===== src/rtl/alu_exec_pkg.sv =====
package alu_exec_pkg;
  localparam int DATA_W   = 8;
  localparam int PC_W     = 10;
  localparam int INSTR_W  = 13;
  localparam int RADDR_W  = 6;
  localparam int BANK_W   = 2;
  localparam int COMMON_N = 16;
  localparam int BANK_N   = 1 << BANK_W;
  localparam int BANKED_N = (1 << RADDR_W) - COMMON_N;
  localparam int CIDX_W   = $clog2(COMMON_N);
  localparam logic [RADDR_W-1:0] PC_ADDR   = RADDR_W'(2);
  localparam logic [RADDR_W-1:0] BANK_ADDR = RADDR_W'(4);

  typedef enum logic [3:0] {
    OP_NOP, OP_DAA, OP_TBL, OP_CLRA, OP_MOV,
    OP_CLR, OP_SUBA, OP_SUBR, OP_DECA
  } aluOp_e;

  typedef struct packed {
    logic               advance;  // last edge of the instruction cycle
    logic               fire;     // execute the decoded word at that edge
    logic               pcLoad;   // executed word writes the counter
    aluOp_e             op;
    logic [RADDR_W-1:0] addr;
  } ctrl_t;
endpackage


===== src/rtl/exec_ctrl.sv =====
module exec_ctrl
  import alu_exec_pkg::*;
(
  input  logic               clk,
  input  logic               rstN,
  input  logic [INSTR_W-1:0] instrWord,
  output ctrl_t              ctrl,
  output logic               stall
);
  logic   phaseQ;
  logic   stallQ;
  aluOp_e op;
  logic   writesReg;

  always_comb begin
    op = OP_NOP;
    if (instrWord == INSTR_W'(13'h0001))      op = OP_DAA;
    else if (instrWord == INSTR_W'(13'h0020)) op = OP_TBL;
    else if (instrWord == INSTR_W'(13'h0080)) op = OP_CLRA;
    else begin
      case (instrWord[INSTR_W-1:RADDR_W])
        7'b0000001: op = OP_MOV;
        7'b0000011: op = OP_CLR;
        7'b0000100: op = OP_SUBA;
        7'b0000101: op = OP_SUBR;
        7'b0000110: op = OP_DECA;
        default:    op = OP_NOP;
      endcase
    end
  end

  assign writesReg = (op == OP_MOV) || (op == OP_CLR) || (op == OP_SUBR);

  always_comb begin
    ctrl.advance = phaseQ;
    ctrl.fire    = phaseQ && !stallQ;
    ctrl.op      = op;
    ctrl.addr    = instrWord[RADDR_W-1:0];
    ctrl.pcLoad  = (op == OP_TBL) || (writesReg && instrWord[RADDR_W-1:0] == PC_ADDR);
  end

  always_ff @(posedge clk or negedge rstN) begin
    if (!rstN) begin
      phaseQ <= 1'b0;
      stallQ <= 1'b0;
    end else begin
      phaseQ <= !phaseQ;
      if (phaseQ) stallQ <= ctrl.fire && ctrl.pcLoad;
    end
  end

  assign stall = stallQ;

  // a counter write opens exactly one discarded slot
  p_stall_after_load_r3: assert property (@(posedge clk) disable iff (!rstN)
    (ctrl.fire && ctrl.pcLoad) |=> stallQ);
  p_stall_one_slot_r3: assert property (@(posedge clk) disable iff (!rstN)
    (stallQ && phaseQ) |=> !stallQ);
  p_stall_held_r3: assert property (@(posedge clk) disable iff (!rstN)
    (stallQ && !phaseQ) |=> stallQ);
endmodule


===== src/rtl/exec_datapath.sv =====
module exec_datapath
  import alu_exec_pkg::*;
(
  input  logic              clk,
  input  logic              rstN,
  input  ctrl_t             ctrl,
  output logic [PC_W-1:0]   pcOut,
  output logic [DATA_W-1:0] accOut,
  output logic              zFlag,
  output logic              cFlag,
  output logic              dcFlag
);
  logic [PC_W-1:0]   pcQ;
  logic [DATA_W-1:0] accQ;
  logic              zQ, cQ, dcQ;
  logic [DATA_W-1:0] commonRegs [COMMON_N];
  logic [DATA_W-1:0] bankedRegs [BANK_N][BANKED_N];

  logic [BANK_W-1:0]  bankSel;
  logic               isCommon;
  logic               isPcAddr;
  logic [CIDX_W-1:0]  cIdx;
  logic [RADDR_W-1:0] bIdx;
  logic [DATA_W-1:0]  srcVal;

  assign bankSel  = commonRegs[BANK_ADDR[CIDX_W-1:0]][DATA_W-1 -: BANK_W];
  assign isCommon = ctrl.addr < RADDR_W'(COMMON_N);
  assign isPcAddr = ctrl.addr == PC_ADDR;
  assign cIdx     = ctrl.addr[CIDX_W-1:0];
  assign bIdx     = ctrl.addr - RADDR_W'(COMMON_N);

  always_comb begin
    if (isPcAddr)      srcVal = pcQ[DATA_W-1:0];
    else if (isCommon) srcVal = commonRegs[cIdx];
    else               srcVal = bankedRegs[bankSel][bIdx];
  end

  // ALU
  logic [DATA_W-1:0] aluRes, adj;
  logic [DATA_W:0]   wide;
  logic [4:0]        nib;
  logic              wrAcc, wrReg, updZ, updC, updDc;
  logic              newC, newDc, lowAdj, highAdj;

  always_comb begin
    aluRes = '0; wide = '0; nib = '0; adj = '0;
    wrAcc = 1'b0; wrReg = 1'b0; updZ = 1'b0; updC = 1'b0; updDc = 1'b0;
    newC = cQ; newDc = dcQ; lowAdj = 1'b0; highAdj = 1'b0;
    case (ctrl.op)
      OP_DAA: begin
        lowAdj  = (accQ[3:0] > 4'd9) || dcQ;
        highAdj = (accQ > 8'h99) || cQ;
        if (lowAdj)  adj[3:0] = 4'h6;
        if (highAdj) adj[7:4] = 4'h6;
        aluRes = accQ + adj;
        newC = highAdj; updC = 1'b1; wrAcc = 1'b1;
      end
      OP_TBL: begin
        wide = {1'b0, pcQ[DATA_W-1:0]} + {1'b0, accQ};
        nib  = {1'b0, pcQ[3:0]} + {1'b0, accQ[3:0]};
        aluRes = wide[DATA_W-1:0];
        newC = wide[DATA_W]; newDc = nib[4];
        updZ = 1'b1; updC = 1'b1; updDc = 1'b1;
      end
      OP_CLRA: begin aluRes = '0; wrAcc = 1'b1; updZ = 1'b1; end
      OP_CLR:  begin aluRes = '0; wrReg = 1'b1; updZ = 1'b1; end
      OP_MOV:  begin aluRes = accQ; wrReg = 1'b1; end
      OP_SUBA, OP_SUBR: begin
        wide = {1'b0, srcVal} - {1'b0, accQ};
        aluRes = wide[DATA_W-1:0];
        newC  = !wide[DATA_W];
        newDc = srcVal[3:0] >= accQ[3:0];
        updZ = 1'b1; updC = 1'b1; updDc = 1'b1;
        if (ctrl.op == OP_SUBA) wrAcc = 1'b1;
        else                    wrReg = 1'b1;
      end
      OP_DECA: begin
        aluRes = srcVal - DATA_W'(1);
        wrAcc = 1'b1; updZ = 1'b1;
      end
      default: ;
    endcase
  end

  always_ff @(posedge clk or negedge rstN) begin
    if (!rstN) begin
      pcQ <= '0; accQ <= '0; zQ <= 1'b0; cQ <= 1'b0; dcQ <= 1'b0;
      for (int i = 0; i < COMMON_N; i++) commonRegs[i] <= '0;
      for (int b = 0; b < BANK_N; b++)
        for (int j = 0; j < BANKED_N; j++) bankedRegs[b][j] <= '0;
    end else if (ctrl.fire) begin
      if (wrAcc) accQ <= aluRes;
      if (updZ)  zQ   <= (aluRes == '0);
      if (updC)  cQ   <= newC;
      if (updDc) dcQ  <= newDc;
      if (wrReg && !isPcAddr) begin
        if (isCommon) commonRegs[cIdx] <= aluRes;
        else          bankedRegs[bankSel][bIdx] <= aluRes;
      end
      if (ctrl.pcLoad) pcQ <= {pcQ[PC_W-1:DATA_W], aluRes};
      else             pcQ <= pcQ + PC_W'(1);
    end
  end

  assign pcOut = pcQ; assign accOut = accQ;
  assign zFlag = zQ;  assign cFlag = cQ; assign dcFlag = dcQ;

  // architectural state only moves at the closing edge of a cycle
  p_hold_first_edge_r1: assert property (@(posedge clk) disable iff (!rstN)
    !ctrl.advance |=> ($stable(accQ) && $stable(pcQ) && $stable({zQ, cQ, dcQ})));
  // ordinary instructions step the counter
  p_pc_step_r2: assert property (@(posedge clk) disable iff (!rstN)
    (ctrl.fire && !ctrl.pcLoad) |=> (pcQ == PC_W'($past(pcQ) + PC_W'(1))));
  // discarded slot leaves the counter alone
  p_pc_hold_stall_r3: assert property (@(posedge clk) disable iff (!rstN)
    (ctrl.advance && !ctrl.fire) |=> $stable(pcQ));
  // upper counter bits survive every counter write
  p_pc_upper_kept_r4: assert property (@(posedge clk) disable iff (!rstN)
    (ctrl.fire && ctrl.pcLoad) |=> (pcQ[PC_W-1:DATA_W] == $past(pcQ[PC_W-1:DATA_W])));
  // store leaves flags untouched
  p_mov_flags_r5: assert property (@(posedge clk) disable iff (!rstN)
    (ctrl.fire && ctrl.op == OP_MOV) |=> $stable({zQ, cQ, dcQ}));
  // decrement touches only Z
  p_deca_flags_r8: assert property (@(posedge clk) disable iff (!rstN)
    (ctrl.fire && ctrl.op == OP_DECA) |=> $stable({cQ, dcQ}));
  // decimal adjust keeps Z and DC
  p_daa_flags_r9: assert property (@(posedge clk) disable iff (!rstN)
    (ctrl.fire && ctrl.op == OP_DAA) |=> $stable({zQ, dcQ}));
endmodule


===== src/rtl/mcu_alu_exec.sv =====
module mcu_alu_exec
  import alu_exec_pkg::*;
(
  input  logic               clk,
  input  logic               rstN,
  input  logic [INSTR_W-1:0] instrWord,
  output logic [PC_W-1:0]    pcOut,
  output logic [DATA_W-1:0]  accOut,
  output logic               zFlag,
  output logic               cFlag,
  output logic               dcFlag,
  output logic               stall
);
  ctrl_t ctrl;

  exec_ctrl i_ctrl (
    .clk(clk), .rstN(rstN), .instrWord(instrWord), .ctrl(ctrl), .stall(stall)
  );

  exec_datapath i_dp (
    .clk(clk), .rstN(rstN), .ctrl(ctrl), .pcOut(pcOut), .accOut(accOut),
    .zFlag(zFlag), .cFlag(cFlag), .dcFlag(dcFlag)
  );
endmodule


===== config.mk =====
export PLATFORM = sky130hd
export DESIGN_NAME = mcu_alu_exec
export DESIGN_NICKNAME = d
export VERILOG_FILES = /design/src/rtl/alu_exec_pkg.sv /design/src/rtl/exec_ctrl.sv /design/src/rtl/exec_datapath.sv /design/src/rtl/mcu_alu_exec.sv
export SDC_FILE = /design/constraint.sdc
export NUM_CORES = 2
export LEC_CHECK = 0
export ABC_AREA = 1
export BUFFER_PORTS_ARGS = -buffer_cell sky130_fd_sc_hd__buf_2
export CORE_ASPECT_RATIO = 0.9
export CORE_MARGIN = 8
export CORE_UTILIZATION = 45
export DETAILED_ROUTE_END_ITERATION = 8
export HOLD_SLACK_MARGIN = 0.02
export SLEW_MARGIN = 5
export SYNTH_ARGS = -nofsm -noshare
export SYNTH_HDL_FRONTEND = slang
export SYNTH_HIERARCHICAL = 1
export SYNTH_SLANG_ARGS = --single-unit

===== constraint.sdc =====
create_clock -name clk -period 5.9 [get_ports clk]
set_input_delay 1.18 -clock clk [delete_from_list [all_inputs] [get_ports clk]]
set_output_delay 1.18 -clock clk [all_outputs]
set_load 0.03 [all_outputs]

==> flow_summary_export.csv <==
group,metric,value,unit
status,status,"finished clean",
critical_path,worst_r2r_endpoint,"i_dp/bankedRegs[735]",
cts,h-tree-depth,4,
cells_and_area,drive_gt1_share,16.3,%
cells_and_area,seqCellArea,42200,um2
critical_path,cpMostUsedCell,"nand2_1",
sta,rsz0062_at_grt,"false",
flow_run,maxCapViolCount,0,
cells_and_area,layout.cells.non_filler,13100,
cells_and_area,finish.utilization,52.8,%
power,p_leak,48.4,nW
critical_path,criticalPathCategory,"reg -> reg",
floorplanning,die-height,423,um
cts,cts_tree,"built",
floorplanning,initial_core_util,45.3,%
critical_path,reg2reg_depth,29,
floorplanning,coreArea,183000,um2
placed_design,dp_hpwl,200000,um
sta,relSlewSlack,16.6,%
critical_path,r2r_start,"i_dp/bankSel[0]",
floorplanning,dieArea,198000,um2
drt,vias_per_cell,5.60,
cells_and_area,fillers,17000,
global_route,antenna_found_initial,4,
drt,vias,73100,
sta,worst_pin_slew,1240,ps
power,power_density,261,nW/um2
critical_path,cp_num_buf_inv,6,
global_route,track_usage,29.5,%
cts,clk_pin_slew,60,ps
sta,finalCritPeriodShare,96.0,%
cells_and_area,area_delta_synth_final,16.7,%
yosys,syn_inst,10200,
critical_path,cp_max_fo,26,
drt,highest_layer,"met5",
placed_design,placed_cells,12700,
cells_and_area,multi_input_area,34300,um2
power,ir_drop,0.311,mV
cells_and_area,final_nets,10600,
sta,setup_viol,0,
critical_path,crit_start,"i_dp/bankSel[0]",
critical_path,end_kind,"flip-flop",
critical_path,path_depth,29,
critical_path,cp.required,6550,ps
sta,tns,0,ps
floorplanning,fp.dieW,468,um
drt,wl_met2,132000,um
critical_path,crit_family,"simple AND/OR/NAND/NOR gates",
sta,slew_violations,0,
drt,wl,305000,um
cts,clockBufferDepth,3,
global_route,globalRouteOverflowTotal,0,
drt,wl_met1,129000,um
sta,fmax,0.177,GHz
drt,initialDrtViolationCount,8463,
sta,fin_skew,49.3,ps
critical_path,worst_path_max_delay_cell,"dfrtp_4",
placed_design,place.gp.congestion,0.982,
critical_path,crit_arrival,6310,ps
drt,wire_per_inst,23.4,um
cts,root_buffer,"clkbuf_16",
global_route,grt_pass1_wl,449000,um
sta,fin_crit,5660,ps
drt,drtPass1Iterations,7,
cells_and_area,postLayoutCellArea,96700,um2
floorplanning,row_count,149,
drt,ant_nets,0,
cts,clkSinkCount,1687,
sta,hold_violations,0,
worst_hold_path,hp-class,"in -> async",
global_route,grt_max_degree,149,
critical_path,slowest_delay,580,ps
sta,hold_ws,394,ps
yosys,ys_warn_count,6,
yosys,syn_avg_cell_area,8.11,um2
critical_path,r2r_setup_slack,240,ps
yosys,netlist_area,82900,um2
critical_path,crit_path_start_kind,"flip-flop",
cts,clk_latency,840,ps
yosys,synth_nets,10300,
placed_design,dpl_cell_area,90000,um2
global_route,grt_pass1_vias,69800,
drt,drc,0,
placed_design,io_buffers,36,
drt,dr_wl_met3,29400,um
cts,numCtsBuffers,180,
floorplanning,io_pins,37,
-- stage by stage --
| step | setup slack, ps | total power [mW] |
|---|---|---|
| after floorplan | 886 | 12.9 |
| after global placement | -577 | 14.1 |
| after detailed placement | -582 | 14.1 |
| after CTS | 116 | 25.3 |
| after global routing | 4.50 | 26.0 |
| final | 237 | 25.2 |
-- metal layers --
metal / track usage [%] / up-vias
li1: - / 33300
met1: 41.7 / 35600
met2: 44.5 / 3484
met3: 6.11 / 752
met4: 12.0 / 4
met5: 0 / -
-- what timing repair did --
action                     in CTS  in global routing
hold buffers                    0                  0
setup endpoints to repair       0                640
setup buffers                   0                 42
resized for setup               0                 40
-- worst register-to-register path, delay by kind of cell (launching register included) --
family	cells	cell delay, ps
flops	1	580
buf+inv	6	1400
compound gates	8	1460
fa+ha+maj	1	340
simple gates	14	1680
-- power breakdown --
part           internal, mW  leakage, nW  switching, mW  total, mW
Sequential             11.6         18.8         0.0918       11.7
Combinational         0.643         26.7           1.59       2.24
Clock                  6.37         2.85           4.88       11.2
-- layout make-up --
class | count | area share (%)
Sequential cell | 1687 | 43.6
Multi-Input combinational cell | 6816 | 35.4
Timing Repair Buffer | 767 | 7.73
Clock buffer | 262 | 5.38
Inverter | 1052 | 4.11
Tap cell | 2416 | 3.12
Clock inverter | 56 | 0.559
Antenna cell | 6 | 0.0155
-- flip-flops by register name, summed over array words and instances (netlist names) --
signal / flops
i_dp/dcFlag: 1
i_dp/accOut: 8
i_ctrl/phaseQ: 1
i_dp/zFlag: 1
i_dp/cFlag: 1
i_dp/pcOut: 10
i_dp/bankedRegs: 1536
i_dp/bankSel: 2
i_ctrl/stall: 1
i_dp/commonRegs: 126
-- cell usage in the layout, fill, tap and decap left out, types with 7 or more instances in the layout --
master     count
nor3_1        30
nor2_1       954
mux2_2       502
nor3_2         9
a22oi_1       20
nor2_4        13
buf_4        594
buf_2         35
o21ai_1      165
buf_6          7
inv_1       1028
ha_1          29
o21ai_0     1099
nor2_2        12
a31oi_1      124
a21oi_1      310
nor4_2        99
clkbuf_1      45
nand3_1       56
clkinv_1       9
nor4_1        52
clkbuf_8      35
nand2_1     3055
nand2_2       10
buf_12       104
clkbuf_16    197
buf_16        10
dfrtp_1     1685
o22ai_1      162
nand2_8       11
inv_6          8
nand4_1       53
clkinv_2      36
inv_2         10
-- worst max-delay path by stage --
stage / to
2_1_floorplan: i_dp/bankedRegs[806]
3_3_place_gp: i_dp/bankedRegs[1455]
3_5_place_dp: i_dp/bankedRegs[189]
4_1_cts: i_dp/pcOut[6]
5_1_grt: i_dp/bankedRegs[591]
6_report: i_dp/bankedRegs[735]
No activity file was read; power rests on OpenSTA's default activity.
